==> src/rtl/pred_pkg.sv <==
package pred_pkg;

  typedef enum logic [1:0] {
    PM_ALWAYS   = 2'b00,
    PM_IF_TRUE  = 2'b01,
    PM_IF_FALSE = 2'b10,
    PM_RSVD     = 2'b11
  } pmode_e;

  typedef struct packed {
    logic valid;
    logic nop;
    logic reg_we;
    logic mem_we;
    logic cmp_we;
  } lane_ctl_t;

  // Predicate test: reserved code behaves like always.
  function automatic logic pred_pass(input logic [1:0] mode, input logic flag);
    case (mode)
      PM_IF_TRUE:  pred_pass = flag;
      PM_IF_FALSE: pred_pass = ~flag;
      default:     pred_pass = 1'b1;
    endcase
  endfunction

  // Gate one lane's enables by its predicate outcome.
  function automatic lane_ctl_t gate_lane(input logic valid, input logic pass,
                                          input logic reg_we, input logic mem_we,
                                          input logic cmp_we);
    lane_ctl_t c;
    c.valid  = valid;
    c.nop    = valid & ~pass;
    c.reg_we = valid & pass & reg_we;
    c.mem_we = valid & pass & mem_we;
    c.cmp_we = valid & pass & cmp_we;
    return c;
  endfunction

endpackage

==> src/rtl/pred_flag_unit.sv <==
module pred_flag_unit #(
  parameter int LANES = 2
) (
  input  logic             clk,
  input  logic             rst_n,
  input  logic             flush,
  input  logic [LANES-1:0] ex_live_cmp,
  input  logic [LANES-1:0] ex_cmp_result,
  output logic             cmp_live,
  output logic             flag_fwd,
  output logic             flag_q
);

  logic fwd_val;

  // Highest-numbered live compare wins.
  always_comb begin
    cmp_live = 1'b0;
    fwd_val  = 1'b0;
    for (int i = 0; i < LANES; i++) begin
      if (ex_live_cmp[i]) begin
        cmp_live = 1'b1;
        fwd_val  = ex_cmp_result[i];
      end
    end
  end

  assign flag_fwd = cmp_live ? fwd_val : flag_q;

  always_ff @(posedge clk or negedge rst_n) begin
    if (!rst_n)                 flag_q <= 1'b0;
    else if (!flush && cmp_live) flag_q <= fwd_val;
  end

  p_flush_hold_r9: assert property (@(posedge clk) disable iff (!rst_n)
    flush |=> $stable(flag_q));
  p_no_cmp_hold_r5: assert property (@(posedge clk) disable iff (!rst_n)
    (!flush && !cmp_live) |=> $stable(flag_q));
  p_commit_fwd_r6: assert property (@(posedge clk) disable iff (!rst_n)
    (!flush && cmp_live) |=> (flag_q == $past(flag_fwd)));

endmodule

==> src/rtl/pred_lane_gate.sv <==
module pred_lane_gate
  import pred_pkg::*;
(
  input  logic       valid,
  input  logic [1:0] mode,
  input  logic       reg_we,
  input  logic       mem_we,
  input  logic       cmp_we,
  input  logic       flag,
  output logic       pass,
  output lane_ctl_t  ctl
);

  assign pass = pred_pass(mode, flag);
  assign ctl  = gate_lane(valid, pass, reg_we, mem_we, cmp_we);

endmodule

==> src/rtl/pred_ex_reg.sv <==
module pred_ex_reg
  import pred_pkg::*;
#(
  parameter int LANES = 2,
  parameter int TAG_W = 8
) (
  input  logic                   clk,
  input  logic                   rst_n,
  input  logic                   flush,
  input  lane_ctl_t [LANES-1:0]  ctl_d,
  input  logic [LANES*TAG_W-1:0] tag_d,
  output lane_ctl_t [LANES-1:0]  ctl_q,
  output logic [LANES*TAG_W-1:0] tag_q
);

  for (genvar g = 0; g < LANES; g++) begin : g_lane
    always_ff @(posedge clk or negedge rst_n) begin
      if (!rst_n) begin
        ctl_q[g]                  <= '0;
        tag_q[g*TAG_W +: TAG_W]   <= '0;
      end else if (flush || !ctl_d[g].valid) begin
        ctl_q[g]                  <= '0;
        tag_q[g*TAG_W +: TAG_W]   <= '0;
      end else begin
        ctl_q[g]                  <= ctl_d[g];
        tag_q[g*TAG_W +: TAG_W]   <= tag_d[g*TAG_W +: TAG_W];
      end
    end

    p_flush_empty_r9: assert property (@(posedge clk) disable iff (!rst_n)
      flush |=> !ctl_q[g].valid);
  end

endmodule

==> src/rtl/pred_issue_stage.sv <==
module pred_issue_stage
  import pred_pkg::*;
#(
  parameter int LANES = 2,
  parameter int TAG_W = 8
) (
  input  logic                   clk,
  input  logic                   rst_n,
  input  logic                   flush,
  input  logic [LANES-1:0]       rf_valid,
  input  logic [2*LANES-1:0]     rf_mode,
  input  logic [LANES-1:0]       rf_reg_we,
  input  logic [LANES-1:0]       rf_mem_we,
  input  logic [LANES-1:0]       rf_cmp_we,
  input  logic [LANES*TAG_W-1:0] rf_tag,
  input  logic [LANES-1:0]       ex_cmp_result,
  output logic                   rf_flag_seen,
  output logic                   flag_q,
  output logic [LANES-1:0]       ex_valid,
  output logic [LANES-1:0]       ex_nop,
  output logic [LANES-1:0]       ex_reg_we,
  output logic [LANES-1:0]       ex_mem_we,
  output logic [LANES-1:0]       ex_cmp_we,
  output logic [LANES*TAG_W-1:0] ex_tag
);

  lane_ctl_t [LANES-1:0] rf_ctl;
  lane_ctl_t [LANES-1:0] ex_ctl;
  logic [LANES-1:0]      lane_pass;
  logic [LANES-1:0]      ex_live_cmp;
  logic                  cmp_live;

  for (genvar g = 0; g < LANES; g++) begin : g_gate
    pred_lane_gate u_gate (
      .valid  (rf_valid[g]),
      .mode   (rf_mode[2*g +: 2]),
      .reg_we (rf_reg_we[g]),
      .mem_we (rf_mem_we[g]),
      .cmp_we (rf_cmp_we[g]),
      .flag   (rf_flag_seen),
      .pass   (lane_pass[g]),
      .ctl    (rf_ctl[g])
    );

    assign ex_valid[g]    = ex_ctl[g].valid;
    assign ex_nop[g]      = ex_ctl[g].nop;
    assign ex_reg_we[g]   = ex_ctl[g].reg_we;
    assign ex_mem_we[g]   = ex_ctl[g].mem_we;
    assign ex_cmp_we[g]   = ex_ctl[g].cmp_we;
    assign ex_live_cmp[g] = ex_ctl[g].cmp_we;

    p_nop_clears_r4: assert property (@(posedge clk) disable iff (!rst_n)
      ex_nop[g] |-> (ex_valid[g] && !ex_reg_we[g] && !ex_mem_we[g] && !ex_cmp_we[g]));
    p_empty_lane_r10: assert property (@(posedge clk) disable iff (!rst_n)
      !ex_valid[g] |-> (!ex_nop[g] && !ex_reg_we[g] && !ex_mem_we[g] && !ex_cmp_we[g]
                        && ex_tag[g*TAG_W +: TAG_W] == '0));
  end

  pred_flag_unit #(.LANES(LANES)) u_flag (
    .clk           (clk),
    .rst_n         (rst_n),
    .flush         (flush),
    .ex_live_cmp   (ex_live_cmp),
    .ex_cmp_result (ex_cmp_result),
    .cmp_live      (cmp_live),
    .flag_fwd      (rf_flag_seen),
    .flag_q        (flag_q)
  );

  pred_ex_reg #(.LANES(LANES), .TAG_W(TAG_W)) u_exr (
    .clk   (clk),
    .rst_n (rst_n),
    .flush (flush),
    .ctl_d (rf_ctl),
    .tag_d (rf_tag),
    .ctl_q (ex_ctl),
    .tag_q (ex_tag)
  );

  if (LANES >= 2) begin : g_pair_chk
    p_pair_one_r8: assert property (@(posedge clk) disable iff (!rst_n)
      (rf_valid[1:0] == 2'b11 &&
       ((rf_mode[1:0] == PM_IF_TRUE  && rf_mode[3:2] == PM_IF_FALSE) ||
        (rf_mode[1:0] == PM_IF_FALSE && rf_mode[3:2] == PM_IF_TRUE)))
      |-> ($countones(lane_pass[1:0]) == 1));
  end

endmodule

==> config.mk <==
export PLATFORM = sky130hd
export DESIGN_NAME = pred_issue_stage
export DESIGN_NICKNAME = d
export VERILOG_FILES = /design/src/rtl/pred_pkg.sv /design/src/rtl/pred_flag_unit.sv /design/src/rtl/pred_lane_gate.sv /design/src/rtl/pred_ex_reg.sv /design/src/rtl/pred_issue_stage.sv
export SDC_FILE = /design/constraint.sdc
export NUM_CORES = 1
export LEC_CHECK = 0
export ABC_AREA = 1
export CAP_MARGIN = 20
export CORE_MARGIN = 2
export CORE_UTILIZATION = 60
export CTS_CLUSTER_DIAMETER = 80
export DETAILED_ROUTE_END_ITERATION = 7
export DONT_BUFFER_PORTS = 1
export PLACE_DENSITY = 0.76
export SYNTH_ARGS = -nofsm -noshare
export SYNTH_HDL_FRONTEND = slang
export SYNTH_SLANG_ARGS = --single-unit
export TNS_END_PERCENT = 1
==> constraint.sdc <==
create_clock -name clk -period 2.4 [get_ports clk]
set_input_delay 0.24 -clock clk [delete_from_list [all_inputs] [get_ports clk]]
set_output_delay 0.24 -clock clk [all_outputs]
set_load 0.005 [all_outputs]
Word-level counts from Yosys, hierarchy flattened
Cells that the tools add are included.

word-level totals
  memories kept = 0
  output and inout bits = 28
  bits in writable memories = 0
  memory bits (read-only) = 0
  register bits = 27
  latch bits = 0
  word-level logic and storage cells = 47
  bits of input ports = 33

cells by class
  order comparisons = 0
  equality and inequality tests = 4
  multiply operators = 0
  bitwise gates (word level) = 13
  add/subtract/negate cells = 0
  shift operators = 0
  divide/modulo/power cells = 0
  reduce and logical (&&, ||, !) cells = 6
  multiplexer cells = 11

operators with widths
  operator                                                          number
  8-bit 2-to-1 mux                                                  2
  1-bit AND                                                         10
  5-bit 2-to-1 mux                                                  2
  1-bit 2-to-1 mux                                                  5
  2-bit by 1-bit == test with 1-bit output (second input constant)  2
  2-bit == test (second input constant)                             2
  1-bit one-hot mux with 2 select lines                             2
  1-bit zero test                                                   3
  1-bit inverter                                                    3
  1-bit logical OR                                                  2
  1-bit logical AND                                                 1

Depth between registers and ports, before layout
  depth after elaboration = 8
  gate-level depth with buffers = 7
  gate-level depth less buffers = 7

Cells and area by module
From an unflattened synthesis, not the netlist that was laid out.

second synthesis, totals
  cells, all modules = 132
  area, all modules = 1156.1 µm²

by module, submodules not included
  module          times used  sequential area each (µm²)  cells an instance  area an instance (µm²)
  pred_ex_reg     1           650.6                       81                 879.6
  pred_lane_gate  2           0.0                         19                 101.3
  pred_flag_unit  1           25.0                        13                 73.8

Worst setup path before layout
OpenSTA, ideal clock, no wires.

  path type = register to register
  start = register u_exr.ctl_q[5] (netlist name)
  end = register u_exr.ctl_q[0] (netlist name)
  cell stages (with the launch flop) = 7
  period minus slack after synthesis = 1.054 ns
  required time = 2.281 ns
  arrival time = 0.936 ns
  setup time = 0.119 ns
  path buffers = 0
  setup slack = 1.346 ns
  cell sequence = dfrtp_1 > nor2_1 > nand2_2 > nand3_2 > nand2_1 > nor2_2 > nor2_1

on the way
  cells in the longest elaborated chain, start to end = 7
  elaborated cells between the ends (all ways) = 8
  classes of those cells = mux: 5; bitwise: 3

RTL lines
  item                                       RTL line              text
  start, declared                            pred_ex_reg.sv:12     output lane_ctl_t [LANES-1:0] ctl_q,
  start signal, assigned by index            pred_ex_reg.sv:25     ctl_q[g] <= ctl_d[g];
  1-bit 2-to-1 mux                           pred_flag_unit.sv:21  if (ex_live_cmp[i]) begin
  1-bit 2-to-1 mux (*)                       pred_flag_unit.sv:28  assign flag_fwd = cmp_live ? fwd_val : flag_q;
  1-bit inverter                             pred_pkg.sv:22        PM_IF_FALSE: pred_pass = ~flag;
  1-bit one-hot mux with 2 select lines (*)  pred_pkg.sv:20        case (mode)
  1-bit AND (*) (2 in a row)                 pred_pkg.sv:36        c.cmp_we = valid & pass & cmp_we;
  5-bit 2-to-1 mux (*)                       pred_ex_reg.sv:21     end else if (flush || !ctl_d[g].valid) begin

Every way passes the cells marked *; elsewhere a longest branch is shown, timed or not.
A chain may end at the register's enable or synchronous reset.

Worst setup path in the final report
  start = register u_exr.ctl_q[0] (netlist name)
  end = output rf_flag_seen

on the way
  cells in the longest elaborated chain, start to end = 3
  elaborated cells between the ends (all ways) = 5
  classes of those cells = mux: 5

RTL lines
  item                           RTL line                text
  1-bit 2-to-1 mux (2 in a row)  pred_flag_unit.sv:21
  1-bit 2-to-1 mux (*)           pred_flag_unit.sv:28
  end, declared                  pred_issue_stage.sv:17  output logic rf_flag_seen,

Marks and branches as above.

==> summary.md <==
| Metric | Value |
|---|---|
| DRT Wirelength | `2160 um` |
| Critical Path RT | `2.16 ns` |
| Hold WC Path Type | `in -> reg` |
| Combinational cell fraction of total power | `11.7%` |
| Ratio of cells with drive above 1 in the final layout | `12.4%` |
| Initial drt markers | `14` |
| Post-route cell area | `0.00126 mm2` |
| Syn Inst Count | `114` |
| Die height | `46.5 um` |
| I/O pins | `61` |
| Crit start category | `register` |
| Clock latency on the worst-skew pair | `0.32 ns` |
| Detail Route Antenna Nets | `0` |
| Routed len/inst | `14.0 um` |
| FF-to-FF Start | `u_exr.ctl_q[5]` |
| Clock Path Buffers | `2` |
| Clock transition at path regs | `0.14 ns` |
| CP arrival | `1.19 ns` |
| Cell area after placement | `0.00111 mm2` |
| Hold slack | `0.00594 ns` |
| Die footprint | `0.00216 mm2` |
| Layout Skew | `0.00652 ns` |
| Top post-synthesis cells by area | `dfrtp_1, inv_1, nor2_1` |
| Sequential Power Share | `63.3%` |
| CP Capture Type | `output port` |
| Yosys cell types | `11` |
| Number of global-route vias before repair | `629` |
| Crit-path max cell delay | `0.46 ns` |
| Fin crit share | `59.4%` |
| Slew Viols, Final | `0` |
| Site Rows | `15` |
| Status | `finished clean` |
| Max Clk Rate | `0.702 GHz` |
| Clk network pwr share | `25.0%` |
| Largest net degree at the start of global routing | `28` |
| EDFF count, synth | `0` |
| Total gr overflow | `0` |
| Mapped cell area | `0.00108 mm2` |
| DR DRC count | `0` |
| Number of setup violations in the final report | `0` |
| RePlAce Congestion | `0.649` |
| Tot Pwr | `0.771 mW` |
| Max_cap viols | `0` |
| Hold Fails Final Rpt | `0` |
| Core region area | `0.00171 mm2` |
| Number of port buffers | `0` |
| All-Layer GR Usage | `18.5%` |
| Sequential fraction of the synthesis area | `62.4%` |
| Setup Crit Path Kind | `reg -> out` |
| Yosys reg bits | `27` |
| Initial antenna violation count | `0` |
| DIE WIDTH | `46.5 um` |
| Detailed Routing Iterations Pass 1 | `4` |
| P_leak | `0.723 nW` |
| Slowest CP cell | `dfrtp_1` |
| Root buf cell | `clkbuf_4` |
| TritonCTS clock tree | `built` |
| Starting density of the core | `63.4%` |
| Post-synth top area cell | `dfrtp_1` |
| Top-count cell post-synth | `inv_1` |
| Htree depth | `1` |
| Ys flop type | `dfrtp_1` |
| Worst slew margin | `85.6%` |
| Power per cell area | `612 mW/mm2` |
| Internal power | `0.572 mW` |
| Via density | `4.87` |
| Async set-or-reset flop fraction in the synthesized netlist | `100%` |
| Worst-Margin Slew | `0.213 ns` |
| First-pass GRT wire length | `2680 um` |
| Vias | `750` |
| Final min period | `1.43 ns` |
| Synth top cells by count | `inv_1, dfrtp_1, nor2_1` |
| Hold_sp | `rf_tag[10]` |
| Yosys warns | `0` |
| Estimated wirelength of the detail-placed design | `1460 um` |
| # diodes | `0` |
| Clk sinks | `27` |
| VDD IR-drop max | `373 uV` |
| Top cell type's share of synthesized area | `62.4%` |
| Cell Chain, Critical Path | `nand2_1 -> nand2_1 -> nand2_2 -> nand2_2` |
| Syn-to-layout area delta | `16.5%` |
| Total CTS buffers | `3` |
| Unrepaired setup endpoints after global routing | `false` |
| Fillcell total | `118` |
| Crit-path max FO | `6` |
| Syn Area/Cell | `9.49 um2` |
| Net Count, Synth | `151` |
| CP Launch Point | `u_exr.ctl_q[0]` |
| P_sw | `0.199 mW` |
| Total Nets Final | `167` |
| Final TNS setup | `0 ns` |
| Switching Fraction | `25.8%` |
[power groups by stage]
| stage | clock [mW] | sequential, mW | combinational [mW] |
|---|---|---|---|
| floorplan | 0 | 0.493 | 0.0539 |
| global placement | 0 | 0.497 | 0.0605 |
| detailed placement | 0 | 0.498 | 0.0646 |
| CTS | 0.192 | 0.488 | 0.0788 |
| global route | 0.219 | 0.491 | 0.102 |
| finish | 0.193 | 0.488 | 0.0902 |
[worst max-delay path, delay by kind of cell, from the launching register on]
family           cells  cell delay [ns]
flip-flops           1             0.46
AND/OR/NAND/NOR      4             0.40
[kinds of logic after synthesis]
| group | count (synthesis) | synth area share (%) |
|---|---|---|
| buf+inv | 29 | 10.1 |
| fa+ha+maj | 4 | 4.62 |
| compound gates | 4 | 2.54 |
| flops | 27 | 62.4 |
| simple gates | 50 | 20.3 |
[registers in the layout, indices dropped and copies added (netlist names)]
name           count
u_exr.tag_q       16
u_exr.ctl_q       10
u_flag.flag_q      1
[what timing repair did]
item,in CTS,in global routing
resized for setup,0,0
endpoints found under the hold margin,27,9
endpoints found under the setup margin,0,0
setup buffers,0,0
hold buffers,2,9
[cell type report]
class,instances,area (um2),share of cell area (%)
sequential,27,676,53.6
tap,25,31.3,2.48
multi-input combinational,58,298,23.6
inverter,29,109,8.63
timing repair buffer,11,120,9.52
clock buffer,3,22.5,1.79
clock inverter,1,5.00,0.397
[worst paths after layout]
| check | end | slack, ns | cells past startpoint |
|---|---|---|---|
| hold / removal | u_exr.tag_q[10] | 0.006 | 2 |
| hold reg to reg | u_flag.flag_q | 0.61 | 2 |
| max in group asynchronous | u_flag.flag_q | 1.91 | 2 |
| setup / recovery | rf_flag_seen | 0.97 | 4 |
| min in group asynchronous | u_exr.ctl_q[2] | 0.34 | 2 |
| setup reg to reg | u_exr.ctl_q[5] | 1.24 | 6 |
[metrics by stage]
stage          std cells  setup slack (ns)  utilization (%)
2_1_floorplan        114              1.35                -
3_3_place_gp         139              1.27             65.2
3_5_place_dp         139              1.24             65.2
4_1_cts              145             0.982             68.6
5_1_grt              154             0.876             73.8
6_report             154             0.975             73.8
[cell usage in the layout, fill, tap and decap left out]
master          n
dlygate4sd3_1  10
nand2_2         5
nor2_2          2
ha_1            4
clkinv_2        1
nand3_1         2
clkbuf_4        3
inv_1          29
o21ai_0         2
buf_12          1
nand2_1        14
nand3_2         2
a21oi_2         2
nor2_1         25
dfrtp_1        27
[per-layer routing]
metal	GRT usage, %	share of wire (%)	up-vias
met3	3.14	6.3	2
met4	12.0	1.3	0
li1	-	-	356
met2	33.6	56	32
met5	0	0	-
met1	19.1	36	360
Power figures use the tool's default switching activity.
